### config.mk
export PLATFORM = sky130hd
export DESIGN_NAME = sram_async_ctl
export DESIGN_NICKNAME = d
export VERILOG_FILES = /design/src/rtl/sram_ctl_pkg.sv /design/src/rtl/sram_phase_timer.sv /design/src/rtl/sram_rd_capture.sv /design/src/rtl/sram_async_ctl.sv
export SDC_FILE = /design/constraint.sdc
export NUM_CORES = 1
export LEC_CHECK = 0
export BUFFER_PORTS_ARGS = -buffer_cell sky130_fd_sc_hd__buf_2
export CAP_MARGIN = 30
export CELL_PAD_IN_SITES_DETAIL_PLACEMENT = 0
export CELL_PAD_IN_SITES_GLOBAL_PLACEMENT = 1
export CORE_ASPECT_RATIO = 0.6
export CORE_MARGIN = 4
export CORE_UTILIZATION = 36
export CTS_BUF_LIST = sky130_fd_sc_hd__clkbuf_16
export DETAILED_ROUTE_END_ITERATION = 10
export PLACE_DENSITY_LB_ADDON = 0.1
export SLEW_MARGIN = 25
export SYNTH_ARGS = -nofsm -noshare
export SYNTH_HDL_FRONTEND = slang
export SYNTH_SLANG_ARGS = --single-unit
### constraint.sdc
create_clock -name clk -period 2.3 [get_ports clk]
set_input_delay 0.23 -clock clk [delete_from_list [all_inputs] [get_ports clk]]
set_output_delay 0.23 -clock clk [all_outputs]
set_load 0.01 [all_outputs]
### src/rtl/sram_ctl_pkg.sv
package sram_ctl_pkg;

  typedef enum logic [2:0] {
    ST_IDLE,
    ST_RD_ACC,
    ST_RD_REL,
    ST_WR_SETUP,
    ST_WR_PULSE,
    ST_WR_HOLD
  } ctl_state_e;

  typedef struct packed {
    int acc_ns;   // address/select access
    int rel_ns;   // deselect to bus float
    int whz_ns;   // write strobe low to bus float
    int wp_ns;    // write pulse width
    int aw_ns;    // address valid to end of write
    int wc_ns;    // write cycle
    int dw_ns;    // data setup before end of write
    int as_ns;    // address setup before write strobe
    int dh_ns;    // data hold after end of write
  } sram_timing_t;

  function automatic sram_timing_t grade_timing(input int grade);
    sram_timing_t t;
    if (grade == 100) begin
      t = '{acc_ns: 100, rel_ns: 40, whz_ns: 40, wp_ns: 50, aw_ns: 100,
            wc_ns: 100, dw_ns: 40, as_ns: 0, dh_ns: 0};
    end else begin
      t = '{acc_ns: 70, rel_ns: 35, whz_ns: 30, wp_ns: 35, aw_ns: 70,
            wc_ns: 70, dw_ns: 30, as_ns: 0, dh_ns: 0};
    end
    return t;
  endfunction

  function automatic int ns_to_cycles(input int ns, input int period_ns);
    int c;
    c = (ns + period_ns - 1) / period_ns;
    return (c < 1) ? 1 : c;
  endfunction

  function automatic int max2(input int a, input int b);
    return (a > b) ? a : b;
  endfunction

endpackage

### src/rtl/sram_phase_timer.sv
module sram_phase_timer #(
  parameter int CNT_W = 5
) (
  input  logic             clk,
  input  logic             rst_n,
  input  logic             load,
  input  logic [CNT_W-1:0] load_val,
  output logic [CNT_W-1:0] cnt_d,
  output logic             last
);
  logic [CNT_W-1:0] cnt_q;

  always_comb begin
    if (load)              cnt_d = load_val;
    else if (cnt_q == '0)  cnt_d = '0;
    else                   cnt_d = cnt_q - 1'b1;
  end

  always_ff @(posedge clk or negedge rst_n) begin
    if (!rst_n) cnt_q <= '0;
    else        cnt_q <= cnt_d;
  end

  assign last = (cnt_q == '0);

  // a running phase never wraps below zero
  a_r8_timer_no_wrap: assert property (@(posedge clk) disable iff (!rst_n)
    (!load && cnt_q == '0) |=> (cnt_q == '0) || $past(load));

endmodule

### src/rtl/sram_rd_capture.sv
module sram_rd_capture #(
  parameter int DATA_W = 8
) (
  input  logic              clk,
  input  logic              rst_n,
  input  logic              capture,
  input  logic [DATA_W-1:0] din,
  output logic              rvalid,
  output logic [DATA_W-1:0] rdata
);
  always_ff @(posedge clk or negedge rst_n) begin
    if (!rst_n) begin
      rvalid <= 1'b0;
      rdata  <= '0;
    end else begin
      rvalid <= capture;
      if (capture) rdata <= din;
    end
  end

  // response is a single-cycle pulse
  a_r3_rsp_pulse: assert property (@(posedge clk) disable iff (!rst_n)
    rvalid |=> !rvalid);

  // returned byte holds between pulses
  a_r3_rdata_held: assert property (@(posedge clk) disable iff (!rst_n)
    !$past(capture) |-> $stable(rdata));

endmodule

### src/rtl/sram_async_ctl.sv
module sram_async_ctl
  import sram_ctl_pkg::*;
#(
  parameter int CLK_PERIOD_NS = 5,
  parameter int SPEED_GRADE   = 70,
  parameter int ADDR_W        = 19,
  parameter int DATA_W        = 8
) (
  input  logic              clk,
  input  logic              rst_n,
  input  logic              req_valid,
  output logic              req_ready,
  input  logic              req_write,
  input  logic [ADDR_W-1:0] req_addr,
  input  logic [DATA_W-1:0] req_wdata,
  output logic              rsp_valid,
  output logic [DATA_W-1:0] rsp_rdata,
  output logic [ADDR_W-1:0] mem_addr,
  output logic              mem_ce_n,
  output logic              mem_we_n,
  output logic              mem_oe_n,
  output logic [DATA_W-1:0] mem_dq_o,
  output logic              mem_dq_oe,
  input  logic [DATA_W-1:0] mem_dq_i
);

  localparam sram_timing_t TM = grade_timing(SPEED_GRADE);

  localparam int N_ACC   = ns_to_cycles(TM.acc_ns, CLK_PERIOD_NS);
  localparam int N_REL   = ns_to_cycles(TM.rel_ns, CLK_PERIOD_NS);
  localparam int N_WHZ   = ns_to_cycles(TM.whz_ns, CLK_PERIOD_NS);
  localparam int N_WP    = ns_to_cycles(TM.wp_ns,  CLK_PERIOD_NS);
  localparam int N_AW    = ns_to_cycles(TM.aw_ns,  CLK_PERIOD_NS);
  localparam int N_WC    = ns_to_cycles(TM.wc_ns,  CLK_PERIOD_NS);
  localparam int N_DW    = ns_to_cycles(TM.dw_ns,  CLK_PERIOD_NS);
  localparam int N_AS    = ns_to_cycles(TM.as_ns,  CLK_PERIOD_NS);
  localparam int N_DH    = ns_to_cycles(TM.dh_ns,  CLK_PERIOD_NS);
  localparam int N_PULSE = max2(max2(N_WP, N_WHZ + N_DW),
                                max2(N_AW, N_WC - N_AS - N_DH));
  localparam int DRV_LIM = N_PULSE - N_WHZ;
  localparam int N_MAX   = max2(max2(max2(N_ACC, N_REL), max2(N_PULSE, N_AS)), N_DH);
  localparam int CNT_W   = $clog2(N_MAX + 1);

  ctl_state_e state_q, state_d;
  logic             tmr_load, tmr_last;
  logic [CNT_W-1:0] tmr_val, tmr_cnt_d;
  logic             accept, capture;
  logic             ce_n_d, we_n_d, oe_n_d, drv_d;

  assign accept  = req_valid && (state_q == ST_IDLE);
  assign capture = (state_q == ST_RD_ACC) && tmr_last;

  sram_phase_timer #(.CNT_W(CNT_W)) u_timer (
    .clk      (clk),
    .rst_n    (rst_n),
    .load     (tmr_load),
    .load_val (tmr_val),
    .cnt_d    (tmr_cnt_d),
    .last     (tmr_last)
  );

  sram_rd_capture #(.DATA_W(DATA_W)) u_capture (
    .clk     (clk),
    .rst_n   (rst_n),
    .capture (capture),
    .din     (mem_dq_i),
    .rvalid  (rsp_valid),
    .rdata   (rsp_rdata)
  );

  // phase sequencing
  always_comb begin
    state_d  = state_q;
    tmr_load = 1'b0;
    tmr_val  = '0;
    unique case (state_q)
      ST_IDLE: if (accept) begin
        tmr_load = 1'b1;
        if (req_write) begin
          state_d = ST_WR_SETUP;
          tmr_val = CNT_W'(N_AS - 1);
        end else begin
          state_d = ST_RD_ACC;
          tmr_val = CNT_W'(N_ACC - 1);
        end
      end
      ST_RD_ACC: if (tmr_last) begin
        state_d  = ST_RD_REL;
        tmr_load = 1'b1;
        tmr_val  = CNT_W'(N_REL - 1);
      end
      ST_RD_REL: if (tmr_last) state_d = ST_IDLE;
      ST_WR_SETUP: if (tmr_last) begin
        state_d  = ST_WR_PULSE;
        tmr_load = 1'b1;
        tmr_val  = CNT_W'(N_PULSE - 1);
      end
      ST_WR_PULSE: if (tmr_last) begin
        state_d  = ST_WR_HOLD;
        tmr_load = 1'b1;
        tmr_val  = CNT_W'(N_DH - 1);
      end
      ST_WR_HOLD: if (tmr_last) state_d = ST_IDLE;
      default: state_d = ST_IDLE;
    endcase
  end

  // next values of the registered memory-side controls
  always_comb begin
    ce_n_d = !((state_d == ST_RD_ACC) || (state_d == ST_WR_SETUP) ||
               (state_d == ST_WR_PULSE));
    oe_n_d = (state_d != ST_RD_ACC);
    we_n_d = (state_d != ST_WR_PULSE);
    drv_d  = ((state_d == ST_WR_PULSE) && (tmr_cnt_d < CNT_W'(DRV_LIM))) ||
             (state_d == ST_WR_HOLD);
  end

  always_ff @(posedge clk or negedge rst_n) begin
    if (!rst_n) begin
      state_q   <= ST_IDLE;
      mem_ce_n  <= 1'b1;
      mem_we_n  <= 1'b1;
      mem_oe_n  <= 1'b1;
      mem_dq_oe <= 1'b0;
      mem_addr  <= '0;
      mem_dq_o  <= '0;
    end else begin
      state_q   <= state_d;
      mem_ce_n  <= ce_n_d;
      mem_we_n  <= we_n_d;
      mem_oe_n  <= oe_n_d;
      mem_dq_oe <= drv_d;
      if (accept) begin
        mem_addr <= req_addr;
        if (req_write) mem_dq_o <= req_wdata;
      end
    end
  end

  assign req_ready = (state_q == ST_IDLE);

  // idle means memory deselected and bus released
  a_r1_idle_quiet: assert property (@(posedge clk) disable iff (!rst_n)
    req_ready |-> (mem_ce_n && mem_we_n && mem_oe_n && !mem_dq_oe));

  // write strobe only inside a selected, output-disabled cycle
  a_r5_we_needs_ce: assert property (@(posedge clk) disable iff (!rst_n)
    !mem_we_n |-> (!mem_ce_n && mem_oe_n));

  // address frozen while write strobe is low
  a_r6_addr_stable_we_low: assert property (@(posedge clk) disable iff (!rst_n)
    !mem_we_n |-> $stable(mem_addr));

  // never drive while the memory output strobe is active
  a_r7_no_drv_on_read: assert property (@(posedge clk) disable iff (!rst_n)
    mem_dq_oe |-> mem_oe_n);

  // drivers switch on only inside the write pulse
  a_r7_drv_on_in_pulse: assert property (@(posedge clk) disable iff (!rst_n)
    $rose(mem_dq_oe) |-> !mem_we_n);

  // data still driven when the write strobe rises
  a_r7_drv_at_we_rise: assert property (@(posedge clk) disable iff (!rst_n)
    $rose(mem_we_n) |-> (mem_dq_oe && $stable(mem_dq_o)));

  // no new acceptance while busy
  a_r2_ready_drops: assert property (@(posedge clk) disable iff (!rst_n)
    (req_valid && req_ready) |=> !req_ready);

endmodule

Word-level counts from Yosys, hierarchy flattened
Index checks and enable logic that the tools add are counted.
{"block": "totals", "reg_bits": 47, "inputBits": 39, "out_inout_bits": 41, "wordCells": 52}
{"block": "op_classes", "mux": 17, "n_eq_ne": 11, "n_addsub": 1, "n_reduce_logical": 12, "n_lt_le_gt_ge": 1}
{"cell": "2-to-1 mux 4 bit", "n": 5}
{"cell": "2-to-1 mux 3 bit", "n": 6}
{"cell": "one-hot mux 3 bit (5 select lines)", "n": 1}
{"cell": "equality test 3 bit (second input constant)", "n": 4}
{"cell": "one-hot mux 4 bit (3 select lines)", "n": 1}
{"cell": "equality test 3 x 2 -> 1 bit (second input constant)", "n": 3}
{"cell": "equality test 3 x 1 -> 1 bit (second input constant)", "n": 2}
{"cell": "logical NOT 4 bit", "n": 1}
{"cell": "less-than comparator 4 bit (second input constant)", "n": 1}
{"cell": "subtractor 4 x 1 -> 4 bit (second input constant)", "n": 1}
{"cell": "logical AND 1 bit", "n": 3}
{"cell": "logical NOT 3 bit", "n": 1}
{"cell": "logical OR 1 bit", "n": 3}
{"cell": "inequality test 3 x 1 -> 1 bit (second input constant)", "n": 1}
{"cell": "inequality test 3 bit (second input constant)", "n": 1}
{"cell": "OR reduction 3 bit", "n": 1}
{"cell": "2-to-1 mux 1 bit", "n": 2}
{"cell": "2-to-1 mux 2 bit", "n": 1}
{"cell": "one-hot mux 1 bit (2 select lines)", "n": 1}
{"cell": "AND reduction 2 bit", "n": 1}
{"cell": "OR reduction 2 bit", "n": 1}
{"cell": "logical NOT 1 bit", "n": 1}

Longest topological paths before layout
{"block": "logic_depth", "word_depth": 8, "depth_mapped": 5, "ltp_nobuf": 4}

By module
A second synthesis with hierarchy kept.
{"block": "hier_totals", "cells_unflattened": 132, "hier_area_um2": 1949.4}
{"mod": "sram_async_ctl", "seq_area_each_um2": 854.6, "cells_each": 94, "instances": 1, "area_per_inst_um2": 1401.3}
{"mod": "sram_rd_capture", "seq_area_each_um2": 225.2, "cells_each": 18, "instances": 1, "area_per_inst_um2": 356.6}
{"mod": "sram_phase_timer", "seq_area_each_um2": 100.1, "cells_each": 20, "instances": 1, "area_per_inst_um2": 191.4}

Worst setup path after synthesis
No wires, ideal clock.
{"block": "synth_path", "kind": "flip-flop to flip-flop", "start": "register u_timer.cnt_q[0]", "end": "register u_capture.rdata[0]", "setup_slack_ns": 0.414, "period_less_slack_ns": 1.886, "setup_ns": 0.125, "required_ns": 2.175, "stages_incl_launch_ff": 5, "n_path_buf": 1, "t_arrival_ns": 1.762, "cell_sequence": "dfrtp_1 > or4_1 > buf_2 > nor3b_4 > mux2_2"}
{"block": "synth_between", "elab_chain_cells": 2}
{"element": "start: declaration", "line_no": "sram_phase_timer.sv:11", "source": "logic [CNT_W-1:0] cnt_q;"}
{"element": "start signal: assignment", "line_no": "sram_phase_timer.sv:21", "source": "else cnt_q <= cnt_d;"}
{"element": "logical NOT 4 bit", "line_no": "sram_phase_timer.sv:24", "source": "assign last = (cnt_q == '0);"}
{"element": "logical AND 1 bit", "line_no": "sram_async_ctl.sv:51", "source": "assign capture = (state_q == ST_RD_ACC) && tmr_last;"}
{"element": "end signal: assignment", "line_no": "sram_rd_capture.sv:17", "source": "if (capture) rdata <= din;"}
{"element": "end: declaration", "line_no": "sram_rd_capture.sv:9", "source": "output logic [DATA_W-1:0] rdata"}
Every way passes these cells.
A chain may end at the register's enable or synchronous reset.

Worst setup path after layout
{"block": "layout_path", "start": "register u_timer.cnt_q[0]", "end": "register mem_dq_oe"}
{"block": "layout_between", "elab_chain_cells": 7, "word_cells_on_any_way": 19}
{"element": "branches (longest 6 deep; another with subtractor 4 x 1 -> 4 bit)"}
{"element": "logical OR 1 bit (*)", "line_no": "sram_async_ctl.sv:114", "source": "drv_d = ((state_d == ST_WR_PULSE) && (tmr_cnt_d < CNT_W'(DRV_LIM))) ||"}
{"element": "net drv_d", "line_no": "sram_async_ctl.sv:48", "source": "logic ce_n_d, we_n_d, oe_n_d, drv_d;"}
{"element": "end signal: assignment", "line_no": "sram_async_ctl.sv:132", "source": "mem_dq_oe <= drv_d;"}
{"element": "end: declaration", "line_no": "sram_async_ctl.sv:23", "source": "output logic mem_dq_oe,"}
Mark *: on every way through the listed nets, which the timed path passes.

==> flow_summary_export.csv <==
group,metric,value,unit
outcome,outcome,"finished clean",
drt,routed_wl,3830,µm
yosys,async_flop_share,100,%
sta,hold_ws,181,ps
grt,antenna_found_initial,0,
drt,wl_per_cell,13.5,µm
floorplanning,num_rows,20,
final_layout,multiInputGateArea,672,µm²
setup_path,cp-start-kind,"flip-flop",
drt,dr.pass1.iters,4,
floorplanning,fp.dieH,64.1,µm
yosys,yosysTopAreaCellShare,58.4,%
power,vdd_drop_max,0.543,mV
final_layout,drive_gt1_share,62.2,%
final_layout,nFillCells,481,
final_layout,antennaDiodeCount,0,
floorplanning,die_w,101,µm
grt,grt_max_degree,32,
sta,relSlewSlack,63.7,%
setup_path,crit_arrival,2210,ps
clock_tree,cts.sink_count,47,
power,power.switching,1.21,mW
drt,route.met2.wl,1680,µm
power,comb_power_share,40.0,%
setup_path,required,2430,ps
drt,drc,0,
clock_tree,h-tree-depth,2,
yosys,synth_largest_area_cell,"dfrtp_1",
clock_tree,cts_buffers,5,
setup_path,cp_max_fo,7,
power,power_density,1450,nW/µm²
setup_path,slowest_delay,660,ps
power,internal_power,2.43,mW
floorplanning,pin_count,80,
yosys,ys_seq_area_share,62.6,%
yosys,synth_cell_types,29,
place,place_hpwl,2990,µm
drt,ant_nets,0,
yosys,yosysWarnings,0,
run,cap_violations,0,
clock_tree,cts_tree,"built",
clock_tree,post_cts_buffers,0,
yosys,avgSynthCellArea,14.4,µm²
yosys,synth_area_leaders,"dfrtp_1, mux2_2, dfstp_2, nor4b_4, a21oi_1",
place,io_buffers,79,
drt,topRoutingLayerUsed,"met4",
drt,viasPerCell,4.71,
sta,clock_skew,2.21,ps
grt,overflow,0,
clock_tree,clock_path_buffers,2,
sta,drv_slew,0,
setup_path,path_cells,"or4_1 > and3_2 > a311oi_1 > a21oi_1",
final_layout,fin_nets,255,
yosys,syn_inst,131,
clock_tree,cts.clk_slew.worst_paths,60,ps
floorplanning,start_util,37.3,%
place,postPlaceCellArea,2370,µm²
yosys,synth_edf_count,0,
final_layout,ff_latch_area,1180,µm²
final_layout,area_growth_syn_to_layout,33.4,%
yosys,synth_nets,170,
clock_tree,cts_root_buf,"clkbuf_16",
yosys,syn_area,1890,µm²
sta,hold_violations,0,
yosys,ys_seq_elements,47,
sta,setup_viol_count_final,0,
clock_tree,clkLatencyLatePin,280,ps
setup_path,worstSetupPathType,"reg -> reg",
power,seq_power_share,41.9,%
sta,max_clock_freq,482,MHz
worst_hold_path,hold_class,"in -> reg",
final_layout,fin_area,2510,µm²
power,clkPwrFrac,18.1,%
floorplanning,die_area,6500,µm²
sta,rsz0062_at_grt,"false",
yosys,synth-main-ff-cell,"dfrtp_1",
drt,wl_met3,393,µm
drt,vias,1333,
power,sw_frac_of_total,33.3,%
grt,grtUsageTotal,12.7,%
sta,period_minus_slack,2080,ps
setup_path,crit_slowest_cell,"or4_1",
setup_path,crit_family,"simple AND/OR/NAND/NOR gates",
sta,tns,0,ps
place,gp_congestion,0.788,
sta,period_share,90.3,%
sta,worst_pin_slew,541,ps
grt,grt_pass1_wl,6470,µm
floorplanning,core,5050,µm²
drt,first_iter_violations,32,
setup_path,cp_num_buf_inv,0,
setup_path,endpoint_kind,"flip-flop",
grt,grt_pass1_vias,1388,
power,power_leakage,1.23,nW
drt,drt-met1-wl,1750,µm
clock_tree,ctsResizeCount,0,
-- layout by cell type, fill, tap and decap left out, drive strengths merged --
master,synthesis,routed
nand2b,2,2
dfrtp,44,44
or4,1,1
o21a,1,1
o21ai,4,4
nand3,3,3
or3,3,3
nor4,1,1
dfstp,3,3
nand3b,1,1
mux2,37,37
nor3b,2,2
inv,2,4
nor3,2,2
and3,1,1
o221ai,1,1
a311oi,1,1
nand2,5,5
nor2,2,2
buf,4,83
dlygate4sd3,0,1
a21oi,4,4
or2,1,1
a21boi,1,1
nor2b,2,2
clkbuf,2,5
clkinv,0,1
nor4b,1,1
-- stage by stage --
| step | utilization [%] | setup slack [ps] | power [mW] | cells |
|---|---|---|---|---|
| 2_1_floorplan | - | 414 | 2.44 | 131 |
| 3_3_place_gp | 46.8 | 310 | 2.97 | 274 |
| 3_5_place_dp | 46.8 | 227 | 3.02 | 274 |
| 4_1_cts | 49.8 | 196 | 3.71 | 283 |
| 5_1_grt | 49.8 | 9.67 | 3.91 | 283 |
| 6_report | 49.8 | 223 | 3.64 | 283 |
-- cells in the mapped netlist, types with 2 or more instances --
cell type / number
a21oi_1: 4
buf_2: 3
clkbuf_1: 2
dfrtp_1: 44
dfstp_2: 3
inv_1: 2
mux2_2: 37
nand2_1: 5
nand2b_1: 2
nand3_1: 3
nor2_1: 2
nor2b_1: 2
nor3_1: 2
o21ai_0: 4
or3_2: 2
-- routing by layer --
metal,up-vias,GRT usage (%)
li1,639,-
met1,643,15.8
met2,49,20.9
met3,2,5.34
met4,0,2.49
met5,-,0
-- flip-flops by register name, indices dropped and copies added (netlist names) --
name	count
mem_addr	19
mem_dq_o	8
mem_we_n	1
u_capture.rvalid	1
u_capture.rdata	8
u_timer.cnt_q	4
mem_oe_n	1
mem_ce_n	1
mem_dq_oe	1
state_q	3
-- logic make-up after synthesis --
family                 Yosys count  share of synthesized area [%]
AOI/OAI and AO/OA               12                           3.85
buffers and inverters            8                           1.79
DFF                             47                           62.6
muxes                           37                           22.1
and+or+nand+nor                 27                           9.69
-- path summary, 6_finish.rpt --
kind                                  start            to  slack (ps)  depth (start not counted)
min in group asynchronous             rst_n  mem_addr[17]         400                          2
min reg2reg                     mem_addr[8]   mem_addr[8]         500                          1
max                        u_timer.cnt_q[0]     mem_dq_oe         220                          4
max in group asynchronous             rst_n      mem_we_n        1150                          3
min                            req_wdata[1]   mem_dq_o[1]         180                          2
max reg2reg                u_timer.cnt_q[0]     mem_dq_oe         220                          4
-- power groups by stage --
stage,sequential (mW),clock [mW],combinational (mW)
4_1_cts,1.53,0.692,1.50
2_1_floorplan,1.63,0,0.806
5_1_grt,1.59,0.720,1.61
3_3_place_gp,1.51,0,1.46
3_5_place_dp,1.54,0,1.49
6_report,1.52,0.660,1.46
-- timing repair --
item	CTS	global route
setup endpoints to repair	0	0
hold endpoints to repair	16	0
hold buffers	1	0
-- final cells by class --
class | instances | share of cell area [%]
clock buffers | 5 | 4.98
clock inverters | 3 | 0.498
inverters | 2 | 0.299
multi-input cells | 76 | 26.7
flip-flops and latches | 47 | 46.9
well taps | 66 | 3.28
repair buffers | 84 | 17.3
No activity file was read; power rests on OpenSTA's default activity.
